==> config.mk <==
export PLATFORM = sky130hd
export DESIGN_NAME = txdp_engine
export DESIGN_NICKNAME = d
export VERILOG_FILES = /design/src/rtl/txdp_pkg.sv /design/src/rtl/txdp_cfg.sv /design/src/rtl/txdp_byteser.sv /design/src/rtl/txdp_engine.sv
export SDC_FILE = /design/constraint.sdc
export NUM_CORES = 1
export LEC_CHECK = 0
export ABC_CLOCK_PERIOD_IN_PS = 2400
export BUFFER_PORTS_ARGS = -buffer_cell sky130_fd_sc_hd__buf_2
export CAP_MARGIN = 15
export CELL_PAD_IN_SITES_DETAIL_PLACEMENT = 0
export CELL_PAD_IN_SITES_GLOBAL_PLACEMENT = 1
export CORE_UTILIZATION = 35
export DETAILED_ROUTE_END_ITERATION = 10
export GPL_TIMING_DRIVEN = 0
export PLACE_DENSITY = 0.74
export SLEW_MARGIN = 20
export SYNTH_ARGS = -nofsm -noshare
export SYNTH_HDL_FRONTEND = slang
export SYNTH_SLANG_ARGS = --single-unit
==> constraint.sdc <==
create_clock -name clk -period 2.4 [get_ports clk]
set_input_delay 0.72 -clock clk [delete_from_list [all_inputs] [get_ports clk]]
set_output_delay 0.72 -clock clk [all_outputs]
set_load 0.02 [all_outputs]
==> src/rtl/txdp_pkg.sv <==
package txdp_pkg;
    // status word bit positions, decoded by software and hardware alike
    localparam int OWN_BIT = 31;
    localparam int EOR_BIT = 30;
    localparam int FS_BIT  = 29;
    localparam int LS_BIT  = 28;

    localparam logic [7:0] POLL_CODE = 8'h40;
    localparam int BASE_ALIGN_W = 8;
    localparam int DESC_SHIFT   = 4;   // 16 bytes per descriptor
    localparam int BUF_WORD_OFS = 8;   // offset of buffer address word

    typedef enum logic [2:0] {
        ST_IDLE,
        ST_STAT,
        ST_BUF,
        ST_DATA,
        ST_SEND,
        ST_WB
    } txdp_state_e;
endpackage

==> src/rtl/txdp_cfg.sv <==
module txdp_cfg
    import txdp_pkg::*;
#(
    parameter int ADDR_W = 32
) (
    input  logic              clk,
    input  logic              rst_n,
    input  logic              cfg_we,
    input  logic              cfg_sel,
    input  logic [ADDR_W-1:0] cfg_wdata,
    input  logic              busy,
    output logic [ADDR_W-1:0] ring_base,
    output logic              poll_go
);
    logic [ADDR_W-1:0] base_d, base_q;

    always_comb begin
        base_d = base_q;
        if (cfg_we && !cfg_sel) begin
            base_d = {cfg_wdata[ADDR_W-1:BASE_ALIGN_W], {BASE_ALIGN_W{1'b0}}};
        end
    end

    always_ff @(posedge clk or negedge rst_n) begin
        if (!rst_n) base_q <= '0;
        else        base_q <= base_d;
    end

    assign ring_base = base_q;
    assign poll_go   = cfg_we && cfg_sel && (cfg_wdata[7:0] == POLL_CODE) && !busy;
endmodule

==> src/rtl/txdp_byteser.sv <==
module txdp_byteser #(
    parameter int DATA_W = 32
) (
    input  logic                        clk,
    input  logic                        rst_n,
    input  logic                        load,
    input  logic [DATA_W-1:0]           word,
    input  logic [$clog2(DATA_W/8+1)-1:0] nbytes,
    input  logic                        final_word,
    input  logic                        tready,
    output logic                        tvalid,
    output logic [7:0]                  tdata,
    output logic                        tlast,
    output logic                        empty
);
    localparam int NB = DATA_W / 8;
    localparam int CW = $clog2(NB + 1);
    localparam int SW = (NB > 1) ? $clog2(NB) : 1;

    typedef struct packed {
        logic [NB-1:0][7:0] bytes;
        logic [CW-1:0]      left;
        logic [SW-1:0]      sel;
        logic               fin;
    } ser_t;

    ser_t s_d, s_q;

    always_comb begin
        s_d = s_q;
        if (load) begin
            s_d.bytes = word;
            s_d.left  = nbytes;
            s_d.sel   = '0;
            s_d.fin   = final_word;
        end else if (tvalid && tready) begin
            s_d.left = s_q.left - CW'(1);
            s_d.sel  = s_q.sel + SW'(1);
        end
    end

    always_ff @(posedge clk or negedge rst_n) begin
        if (!rst_n) s_q <= '0;
        else        s_q <= s_d;
    end

    assign tvalid = (s_q.left != '0);
    assign tdata  = s_q.bytes[s_q.sel];
    assign tlast  = s_q.fin && (s_q.left == CW'(1));
    assign empty  = (s_q.left == '0);
endmodule

==> src/rtl/txdp_engine.sv <==
module txdp_engine
    import txdp_pkg::*;
#(
    parameter int ADDR_W = 32,
    parameter int DATA_W = 32,
    parameter int IDX_W  = 4,
    parameter int LEN_W  = 16
) (
    input  logic              clk,
    input  logic              rst_n,
    input  logic              cfg_we,
    input  logic              cfg_sel,
    input  logic [ADDR_W-1:0] cfg_wdata,
    output logic              mem_req,
    output logic              mem_we,
    output logic [ADDR_W-1:0] mem_addr,
    output logic [DATA_W-1:0] mem_wdata,
    input  logic              mem_ack,
    input  logic [DATA_W-1:0] mem_rdata,
    output logic [7:0]        tx_tdata,
    output logic              tx_tvalid,
    output logic              tx_tlast,
    input  logic              tx_tready,
    output logic              tx_ok,
    output logic              tx_err
);
    localparam int NB = DATA_W / 8;
    localparam int CW = $clog2(NB + 1);
    localparam int AL = $clog2(NB);

    typedef struct packed {
        txdp_state_e       st;
        logic [IDX_W-1:0]  idx;
        logic [31:0]       stat;
        logic [ADDR_W-1:0] ptr;
        logic [LEN_W-1:0]  left;
        logic              ok;
        logic              err;
    } eng_t;

    eng_t r_d, r_q;

    logic [ADDR_W-1:0] ring_base;
    logic              poll_go;
    logic [ADDR_W-1:0] desc_addr;
    logic              ser_load;
    logic [CW-1:0]     ser_n;
    logic              ser_fin;
    logic              ser_empty;
    logic [31:0]       rd_stat;

    txdp_cfg #(.ADDR_W(ADDR_W)) u_cfg (
        .clk       (clk),
        .rst_n     (rst_n),
        .cfg_we    (cfg_we),
        .cfg_sel   (cfg_sel),
        .cfg_wdata (cfg_wdata),
        .busy      (r_q.st != ST_IDLE),
        .ring_base (ring_base),
        .poll_go   (poll_go)
    );

    txdp_byteser #(.DATA_W(DATA_W)) u_ser (
        .clk        (clk),
        .rst_n      (rst_n),
        .load       (ser_load),
        .word       (mem_rdata),
        .nbytes     (ser_n),
        .final_word (ser_fin),
        .tready     (tx_tready),
        .tvalid     (tx_tvalid),
        .tdata      (tx_tdata),
        .tlast      (tx_tlast),
        .empty      (ser_empty)
    );

    assign desc_addr = ring_base + (ADDR_W'(r_q.idx) << DESC_SHIFT);
    assign rd_stat   = mem_rdata[31:0];

    // memory master outputs
    always_comb begin
        mem_req   = 1'b0;
        mem_we    = 1'b0;
        mem_addr  = desc_addr;
        mem_wdata = DATA_W'(r_q.stat & ~(32'h1 << OWN_BIT));
        unique case (r_q.st)
            ST_STAT: mem_req = 1'b1;
            ST_BUF: begin
                mem_req  = 1'b1;
                mem_addr = desc_addr + ADDR_W'(BUF_WORD_OFS);
            end
            ST_DATA: begin
                mem_req  = 1'b1;
                mem_addr = r_q.ptr;
            end
            ST_WB: begin
                mem_req = 1'b1;
                mem_we  = 1'b1;
            end
            default: ;
        endcase
    end

    // sequencer next state
    always_comb begin
        r_d      = r_q;
        r_d.ok   = 1'b0;
        r_d.err  = 1'b0;
        ser_load = 1'b0;
        ser_n    = '0;
        ser_fin  = 1'b0;
        unique case (r_q.st)
            ST_IDLE: begin
                if (poll_go) r_d.st = ST_STAT;
            end
            ST_STAT: begin
                if (mem_ack) begin
                    r_d.stat = rd_stat;
                    if (!rd_stat[OWN_BIT]) begin
                        r_d.st = ST_IDLE;
                    end else if (!(rd_stat[FS_BIT] && rd_stat[LS_BIT])) begin
                        r_d.err = 1'b1;
                        r_d.st  = ST_IDLE;
                    end else begin
                        r_d.left = rd_stat[LEN_W-1:0];
                        r_d.st   = ST_BUF;
                    end
                end
            end
            ST_BUF: begin
                if (mem_ack) begin
                    r_d.ptr = ADDR_W'(mem_rdata) & ~ADDR_W'(NB - 1);
                    r_d.st  = (r_q.left == '0) ? ST_WB : ST_DATA;
                end
            end
            ST_DATA: begin
                if (mem_ack) begin
                    ser_load = 1'b1;
                    if (r_q.left > LEN_W'(NB)) begin
                        ser_n    = CW'(NB);
                        r_d.left = r_q.left - LEN_W'(NB);
                    end else begin
                        ser_n    = CW'(r_q.left);
                        ser_fin  = 1'b1;
                        r_d.left = '0;
                    end
                    r_d.ptr = r_q.ptr + ADDR_W'(NB);
                    r_d.st  = ST_SEND;
                end
            end
            ST_SEND: begin
                if (ser_empty) r_d.st = (r_q.left == '0) ? ST_WB : ST_DATA;
            end
            ST_WB: begin
                if (mem_ack) begin
                    r_d.ok  = 1'b1;
                    r_d.idx = r_q.stat[EOR_BIT] ? '0 : r_q.idx + IDX_W'(1);
                    r_d.st  = ST_IDLE;
                end
            end
            default: r_d.st = ST_IDLE;
        endcase
    end

    always_ff @(posedge clk or negedge rst_n) begin
        if (!rst_n) begin
            r_q    <= '0;
            r_q.st <= ST_IDLE;
        end else begin
            r_q <= r_d;
        end
    end

    assign tx_ok  = r_q.ok;
    assign tx_err = r_q.err;

    // AL used to document word alignment of buffer pointer
    if (AL < 0) begin : g_never
    end
endmodule

# Word level (Yosys, flattened, before mapping)
# Index checks and enable logic that the tools add are counted.
totals:
  reg_bits: 150
  out_inout_bits: 78
  inputBits: 70
  word_cells: 101
op_classes:
  reduce_logical: 23
  magnitude_cmp: 2
  eq_ne: 15
  muxes: 39
  add_sub_neg: 7
ops:
  columns: ["operator", "n"]
  rows:
  - ["$pmux W32 S2", 2]
  - ["$mux W16", 4]
  - ["$mux W48", 1]
  - ["$add A32 B3 Y32 const B", 1]
  - ["$add A32 B4 Y32 const B", 1]
  - ["$add A32 B8 Y32", 1]
  - ["$mux W32", 1]
  - ["$pmux W16 S2", 1]
  - ["$mux W3", 10]
  - ["$pmux W3 S6", 1]
  - ["$bmux W8 S2", 1]
  - ["$gt A16 B3 Y1 const B", 1]
  - ["$logic_not A16 Y1", 1]
  - ["$ne A2 B2 Y1 const B", 8]
  - ["$sub A16 B3 Y16 const B", 1]
  - ["$mux W1", 12]
  - ["$mux W5", 2]
  - ["$eq A8 B7 Y1 const B", 1]
  - ["$mux W8", 1]
  - ["$logic_and A1 B1 Y1", 7]
  - ["$mux W7", 1]
  - ["$eq A3 B1 Y1 const B", 2]
  - ["$eq A3 B2 Y1 const B", 2]
  - ["$eq A3 B3 Y1 const B", 2]
  - ["other kinds (15)", 21]

# Logic depth before layout (Yosys ltp)
# Gate-level depths: netlist of run 1.
logic_depth:
  ltp_word: 5
  ltp_mapped: 8
  ltp_nobuf: 7

# Cells and area by module
# A second synthesis of run 1 with hierarchy kept.
unflattened:
  cells_unflattened: 1009
  area_unflattened_um2: 9674.3
by_module_without_submodules:
  columns: ["mod", "cells_per_inst", "seq_area_each_um2", "instances", "area_each_um2"]
  rows:
  - ["txdp_engine", 829, 2152.1, 1, 6834.1]
  - ["txdp_byteser", 115, 950.9, 1, 1736.7]
  - ["txdp_cfg", 65, 600.6, 1, 1103.6]

# Worst setup path before layout of run 1
# No wires, ideal clock.
synth_timing:
  path_type: "reg-to-output"
  start: "register r_q[87] (netlist name)"
  end: "output mem_addr[14]"
  t_required_ps: 1680
  path_stages_with_launch: 7
  path_slack_ps: -174
  n_path_buf: 4
  arrival_ps: 1854
  path_cell_list: "dfrtp_1 clkbuf_1 nand3b_1 clkbuf_1 clkbuf_1 clkbuf_1 o21ai_0"
synth_via:
  elab_chain_cells: 2
synth_rtl:
  columns: ["item", "line_no", "source"]
  rows:
  - ["from (decl)", "txdp_engine.sv:41", "eng_t r_d, r_q;"]
  - ["from (signal assigned)", "txdp_engine.sv:170", "r_q <= r_d;"]
  - ["$eq A3 B2 Y1", "txdp_engine.sv:86", "unique case (r_q.st)"]
  - ["$pmux W32 S2 (*)", "txdp_engine.sv:86", null]
  - ["to (decl)", "txdp_engine.sv:16", "output logic [ADDR_W-1:0] mem_addr,"]
# Every way passes the cells marked *; elsewhere a longest branch is shown, timed or not.

# Worst setup path in the final report of run 1
# Ends and elaborated chain as after synthesis.

==> results of run 1 <==
[worst max path at each step]
stage | cells past startpoint | from | to | slack (ns)
floorplan | 6 | r_q[87] | mem_addr[14] | 0.03
global placement | 1 | rst_n | mem_wdata[21] | -1.80
detailed placement | 7 | r_q[88] | mem_addr[4] | -0.76
CTS | 7 | r_q[87] | mem_addr[22] | -0.14
global route | 7 | r_q[87] | mem_addr[14] | -0.24
finish | 7 | r_q[87] | mem_addr[14] | -0.16
[synthesized netlist by cell type (all sizes together), types with 4 or more instances]
cell type and instances:
buf 43, mux2i 7, dfrtp 148, o311ai 8
nand4 16, and3 23, clkbuf 36, ha 8
nor3 7, a22oi 5, o211ai 5, o31ai 4
or3 11, o22ai 10, nand2b 11, or4 7
mux4 8, o21ai 37, a22o 7, nor2 36
a21oi 34, nor4 9, nand3 30, inv 19
mux2 58, a31oi 8, nand2 203
[stage by stage]
stage	instances	hold WS, ns	utilization (%)
2_1_floorplan	838	0.4244	-
3_3_place_gp	1262	0.4542	40.76
3_5_place_dp	1263	0.4595	40.93
4_1_cts	1313	0.3400	46.65
5_1_grt	1319	0.3589	47.63
6_report	1320	0.3143	47.64
[per-layer routing]
| metal | global-route usage, % | up-vias | routed length [microns] |
|---|---|---|---|
| met2 | 36.46 | 236 | 12170 |
| li1 | - | 3296 | - |
| met5 | 0 | - | 0 |
| met3 | 4.639 | 30 | 1448 |
| met1 | 32.09 | 3498 | 11370 |
| met4 | 7.100 | 0 | 511 |
[state kept, by name, summed over array words and instances (netlist names)]
signal,count
tx_ok,1
r_q,53
u_cfg.ring_base,24
mem_wdata,31
u_ser.s_q,38
tx_err,1
[power by group through the flow]
stage	sequential [mW]	combinational, mW	clock [mW]
after floorplan	4.03	3.81	0
after global placement	4.30	5.23	0
after detailed placement	4.31	5.29	0
after CTS	4.30	6.15	2.95
after global routing	4.48	6.90	3.06
final	4.34	6.39	2.91
[final cells by class]
| cell class | count | area, sq um |
|---|---|---|
| Fill cell | 2117 | 11430 |
| Multi-Input combinational cell | 592 | 3834 |
| Sequential cell | 148 | 3707 |
| Timing Repair Buffer | 171 | 1192 |
| Buffer | 77 | 611.8 |
| Clock buffer | 18 | 429.2 |
| Tap cell | 280 | 350.3 |
| Clock inverter | 14 | 198.9 |
| Inverter | 19 | 71.32 |
| Antenna cell | 1 | 2.502 |
[worst max-delay path, cell delays in order, from the launching register on]
cell	delay, ns
sky130_fd_sc_hd__dfrtp_1	0.39
sky130_fd_sc_hd__clkbuf_8	0.15
sky130_fd_sc_hd__nand3b_1	0.10
sky130_fd_sc_hd__clkbuf_8	0.17
sky130_fd_sc_hd__clkbuf_16	0.16
sky130_fd_sc_hd__clkbuf_16	0.16
sky130_fd_sc_hd__o21ai_4	0.13
sky130_fd_sc_hd__buf_6	0.13
[timing repair]
| action | 4_1_cts | 5_1_grt |
|---|---|---|
| resized for setup | 130 | 51 |
| cloned | 2 | 0 |
| pin swaps | 7 | 6 |
| setup endpoints to repair | 79 | 108 |
| buffers inserted | 18 | 6 |
[cell families (layout without fill, tap and decap cells)]
family | Yosys count | in the layout | share of synthesized area [%]
flops | 148 | 148 | 47.41
other cells | 1 | 4 | 0.04801
mux | 73 | 73 | 11.56
xor+xnor | 3 | 3 | 0.3364
compound gates | 142 | 142 | 11.76
buf+inv | 98 | 299 | 6.407
simple gates | 363 | 363 | 21.19
fa+ha+maj | 8 | 8 | 1.281
==> impl_metrics.sql, run 1 <==
INSERT INTO impl_metrics (metric_group, metric, value, unit) VALUES
('synth', 'synthesis.instances', '836', ''),
('cts', 'tritoncts.num_buffers', '17', ''),
('timing', 'setup_tns', '-3.760', 'ns'),
('synth', 'synthesized_flop_and_latch_total', '148', ''),
('setup_path', 'r2r_cells', '6', ''),
('synth', 'yosys_warnings', '0', ''),
('timing', 'slew_headroom', '52.33', '%'),
('cts', 'cts_root_buf', 'sky130_fd_sc_hd__clkbuf_16', ''),
('timing', 'fin_ws', '-0.1603', 'ns'),
('timing', 'post-route-min-period', '2.560', 'ns'),
('power_and_ir_drop', 'p_seq_share', '31.8', '%'),
('worst_hold_path', 'worst_min_delay_path_category', 'in2async', ''),
('floorplan', 'design.core.area', '21820', 'sq um'),
('power_and_ir_drop', 'power_density', '1312', 'nW/um^2'),
('status', 'failed_checks', 'setup timing', ''),
('timing', 'final-hold-violation-count', '0', ''),
('setup_path', 'reg2reg_to', 'r_q[12]', ''),
('floorplan', 'top_level_ports', '148', ''),
('global_route', 'grt_use_total', '23.23', '%'),
('cts', 'h_tree_levels', '4', ''),
('layout', 'final_design_area_no_fill', '10400', 'sq um'),
('floorplan', 'start_util', '35.79', '%'),
('layout', 'mostFrequentLayoutCell', 'sky130_fd_sc_hd__nand2_1', ''),
('synth', 'yosysUniqueCellTypes', '55', ''),
('synth', 'ys_seq_area_share', '47.41', '%'),
('floorplan', 'fp.dieArea', '22920', 'sq um'),
('cts', 'clock_latency_late_sink', '0.44', 'ns'),
('cts', 'postCtsHoldBufs', '0', ''),
('power_and_ir_drop', 'power.share.switching', '39.98', '%'),
('route', 'drt-initial-drc-count', '599', ''),
('setup_path', 'critical_path_class', 'reg2out', ''),
('timing', 'period_share', '106.7', '%'),
('route', 'drtPass1Iterations', '5', ''),
('synth', 'synthArstFlopShare', '100.0', '%'),
('global_route', 'grt_max_degree', '90', ''),
('timing', 'number_of_endpoints_failing_setup_at_the_final_stage', '29', ''),
('timing', 'final.setup_skew', '0.008692', 'ns'),
('job', 'drv_cap', '0', ''),
('power_and_ir_drop', 'max-vdd-ir-drop', '0.6558', 'mV'),
('setup_path', 'worst-endpoint-required', '1.68', 'ns'),
('route', 'finalWirelength', '25500', 'microns'),
('cts', 'cts.sinks', '148', ''),
('floorplan', 'rows', '54', ''),
('setup_path', 'start_kind', 'register', ''),
('power_and_ir_drop', 'netSwitchingPower', '5.452', 'mW'),
('synth', 'post-synth-top-area-cell', 'sky130_fd_sc_hd__dfrtp_1', ''),
('global_route', 'grt_overflow', '0', ''),
('setup_path', 'worst_r2r_startpoint', 'r_q[9]', ''),
('power_and_ir_drop', 'clock_power_share', '21.3', '%'),
('power_and_ir_drop', 'finalPower', '13.64', 'mW'),
('route', 'wl_per_cell', '19.32', 'microns'),
('layout', 'area_growth', '33.11', '%'),
('synth', 'post_synth_main_area_contributors', 'sky130_fd_sc_hd__dfrtp_1 47%, sky130_fd_sc_hd__nand2_1 9.8%, sky130_fd_sc_hd__mux2_2 8.4%', ''),
('synth', 'synth_area_per_cell', '9.344', 'sq um'),
('setup_path', 'endpoint_kind_of_the_worst_setup_timing_path', 'primary output', ''),
('power_and_ir_drop', 'leakage', '4.879', 'nW'),
('route', 'vias', '7060', ''),
('power_and_ir_drop', 'share_comb_of_total_power', '46.9', '%'),
('setup_path', 'crit_fanout', '5', ''),
('layout', 'highest_count_cells_in_the_layout_ignoring_fill_and_taps', '177 x sky130_fd_sc_hd__nand2_1, 145 x sky130_fd_sc_hd__dfrtp_1, 113 x sky130_fd_sc_hd__buf_2', ''),
('layout', 'post_route_cells_drive_above_1_share', '36.09', '%'),
('place', 'place_congestion', '0.8823', ''),
('layout', 'final_net_count', '1104', ''),
('cts', 'clk_pin_slew', '0.07', 'ns'),
('floorplan', 'die_h', '151.4', 'microns'),
('synth', 'synth-edff-count', '0', ''),
('setup_path', 'worst-r2r-setup-slack', '0.07', 'ns'),
('place', 'placement.setup.worst_slack', '-0.7567', 'ns'),
('status', 'status', 'complete, but fails checks', ''),
('route', 'drt-vias-per-instance', '5.348', ''),
('global_route', 'grt_antenna_before_repair', '1', '');
(Power assumes the default switching activity.)
==> run 2, diff against run 1 <==
Settings changed: ABC_CLOCK_PERIOD_IN_PS 2400 to 3200, PLACE_DENSITY 0.74 to 0.71, SKIP_LAST_GASP set to 1.
Clock period 2.4 ns to 3.2 ns, I/O delays scaled along.
==> run 2 against run 1 <==
  * The run now ends clean
  * Clock power fell by 29%
  * Via count is 3.5% lower
  * Wire length is 2.9% lower
  * Flip-flop and latch count stayed put
  * Cell area shrank 7.8%
  * Sequential share of layout area increased by 3.0 points
  * Die area unchanged
  * Clock-buffer cell count is 3 higher
  * Clock skew is 0.0028 ns higher
  * Critical path depth did not move
  * Worst hold slack improved by 0.16 ns
  * Final cell count decreased by 2.0%
==> impl_metrics.sql, run 2 (synthesis results as in run 1) <==
INSERT INTO impl_metrics (metric_group, metric, value, unit) VALUES
('global_route', 'grt_antenna_before_repair', '1', ''),
('setup_path', 'endpoint_kind_of_the_worst_setup_timing_path', 'primary output', ''),
('setup_path', 'crit_fanout', '10', ''),
('worst_hold_path', 'worst_min_delay_path_category', 'reg2reg', ''),
('cts', 'tritoncts.num_buffers', '17', ''),
('timing', 'fin_ws', '0.1029', 'ns'),
('place', 'hpwl', '18070', 'microns'),
('job', 'drv_cap', '0', ''),
('route', 'drt-vias-per-instance', '5.268', ''),
('global_route', 'via_count_of_the_first_global_routing_pass', '6456', ''),
('layout', 'final-instance-count-excl-fill', '1293', ''),
('route', 'wl_per_cell', '19.14', 'microns'),
('timing', 'final-hold-violation-count', '0', ''),
('timing', 'period_share', '96.78', '%'),
('layout', 'mostFrequentLayoutCell', 'sky130_fd_sc_hd__nand2_1', ''),
('global_route', 'grt_overflow', '0', ''),
('layout', 'area_growth', '22.70', '%'),
('layout', 'most_flop_heavy_register', 'r_q', ''),
('floorplan', 'die_x', '151.4', 'microns'),
('place', 'placement.setup.worst_slack', '-0.4011', 'ns'),
('floorplan', 'die_h', '151.4', 'microns'),
('route', 'drtPass1Iterations', '5', ''),
('power_and_ir_drop', 'leakage', '4.552', 'nW'),
('floorplan', 'start_util', '35.79', '%'),
('cts', 'cts_root_buf', 'sky130_fd_sc_hd__clkbuf_16', ''),
('place', 'place_congestion', '0.8728', ''),
('timing', 'timing.final.max_slew_violations', '0', ''),
('setup_path', 'worst-endpoint-required', '2.24', 'ns'),
('timing', 'final.setup_skew', '0.01152', 'ns'),
('floorplan', 'rows', '54', ''),
('cts', 'h_tree_levels', '4', ''),
('timing', 'worst_slew_pin_slew', '0.9444', 'ns'),
('global_route', 'grt_use_total', '22.60', '%'),
('route', 'drt-initial-drc-count', '599', ''),
('timing', 'rsz0062_at_grt', 'yes', ''),
('cts', 'cts.sinks', '148', ''),
('power_and_ir_drop', 'max-vdd-ir-drop', '0.4543', 'mV'),
('route', 'antenna_left', '0', ''),
('setup_path', 'crit_arrival', '2.14', 'ns'),
('floorplan', 'top_level_ports', '148', ''),
('route', 'vias', '6812', ''),
('floorplan', 'design.core.area', '21820', 'sq um'),
('cts', 'postCtsHoldBufs', '0', ''),
('route', 'finalWirelength', '24750', 'microns'),
('global_route', 'grt_max_degree', '77', ''),
('place', 'placement.io_buffers', '144', ''),
('timing', 'timing.hold.ws', '0.4738', 'ns'),
('layout', 'final_net_count', '1080', ''),
('cts', 'tritoncts', 'yes', ''),
('timing', 'slew_headroom', '36.56', '%'),
('cts', 'clock_tree.buffer_depth', '2', ''),
('timing', 'achievable-frequency', '0.3229', 'GHz'),
('cts', 'clk_pin_slew', '0.06', 'ns'),
('setup_path', 'start_kind', 'register', ''),
('power_and_ir_drop', 'power_density', '970.7', 'nW/um^2'),
('place', 'count_of_placed_standard_cells_including_taps', '1263', ''),
('floorplan', 'fp.dieArea', '22920', 'sq um'),
('cts', 'clock_latency_late_sink', '0.43', 'ns'),
('route', 'drc_errors', '0', ''),
('global_route', 'grt_pass1_wl', '37840', 'microns'),
('setup_path', 'critical_path_class', 'reg2out', ''),
('timing', 'post-route-min-period', '3.097', 'ns'),
('layout', 'highest_count_cells_in_the_layout_ignoring_fill_and_taps', '203 x sky130_fd_sc_hd__nand2_1, 147 x sky130_fd_sc_hd__dfrtp_1, 145 x sky130_fd_sc_hd__buf_2', ''),
('timing', 'number_of_endpoints_failing_setup_at_the_final_stage', '0', ''),
('status', 'status', 'complete, no violations', ''),
('layout', 'post_route_cells_drive_above_1_share', '29.15', '%'),
('layout', 'largest_register_ffs', '53', '');
## run 2: cell types whose count changed in the layout (fill, tap and decap cells not counted), sizes merged
cell,delta
buf,-21
clkinv,-4
inv,-3
clkinvlp,+2
bufinv,-1
## run 2: path summary, 6_finish.rpt
path                                from             to  slack, ns  cells past startpoint
setup / recovery                 r_q[87]    mem_addr[6]       0.10                      7
hold / removal             u_ser.s_q[21]  u_ser.s_q[21]       0.47                      2
setup reg to reg                 r_q[25]        r_q[39]       0.62                      6
hold reg to reg            u_ser.s_q[21]  u_ser.s_q[21]       0.47                      2
max in group asynchronous          rst_n        r_q[88]       1.87                      2
min in group asynchronous          rst_n          tx_ok       0.50                      1
## run 2: critical path, stage by stage, from the launching register on
cell                       delay [ns]
sky130_fd_sc_hd__dfrtp_1         0.41
sky130_fd_sc_hd__buf_4           0.20
sky130_fd_sc_hd__nand3b_1        0.15
sky130_fd_sc_hd__clkbuf_8        0.21
sky130_fd_sc_hd__clkbuf_8        0.18
sky130_fd_sc_hd__clkbuf_4        0.19
sky130_fd_sc_hd__o21ai_0         0.19
sky130_fd_sc_hd__buf_2           0.20
## run 2: area by class of cell
cell class	count	area [sq um]
multi-input cells	592	3617
well taps	280	350.3
fillers	2213	12240
plain buffers	77	467.9
inverters	19	71.32
flip-flops and latches	148	3705
diodes	1	2.502
clock buffers	21	470.5
repair buffers	147	773.2
clock inverters	8	126.4
## run 2: power breakdown
group | leakage, nW | internal [mW] | switching [mW]
clock network | 0.284 | 1.28 | 0.804
logic | 2.47 | 1.68 | 2.28
registers | 1.79 | 2.58 | 0.675
total | 4.55 | 5.54 | 3.76
## run 2: repair_timing
action / 4_1_cts / 5_1_grt
pin swaps: 0 / 0
gates resized for setup: 24 / 2
buffers inserted: 0 / 2
setup endpoints to repair: 29 / 35
## run 2: per-layer routing
metal | vias up | track usage [%] | wire, microns
met1 | 3365 | 30.33 | 11190
li1 | 3245 | - | -
met3 | 34 | 4.367 | 1101
met2 | 168 | 36.48 | 11930
met5 | - | 0 | 0
met4 | 0 | 7.200 | 533
## run 2: per-stage QoR
stage	TNS [ns]	cell area, sq um	utilization (%)	power (mW)
6_report	0	9584	43.92	9.303
5_1_grt	-0.05073	9582	43.91	9.935
4_1_cts	0	9574	43.87	9.350
3_5_place_dp	-9.823	8927	40.91	7.202
3_3_place_gp	-197.03	8890	40.74	7.139
2_1_floorplan	0	7819	-	5.872
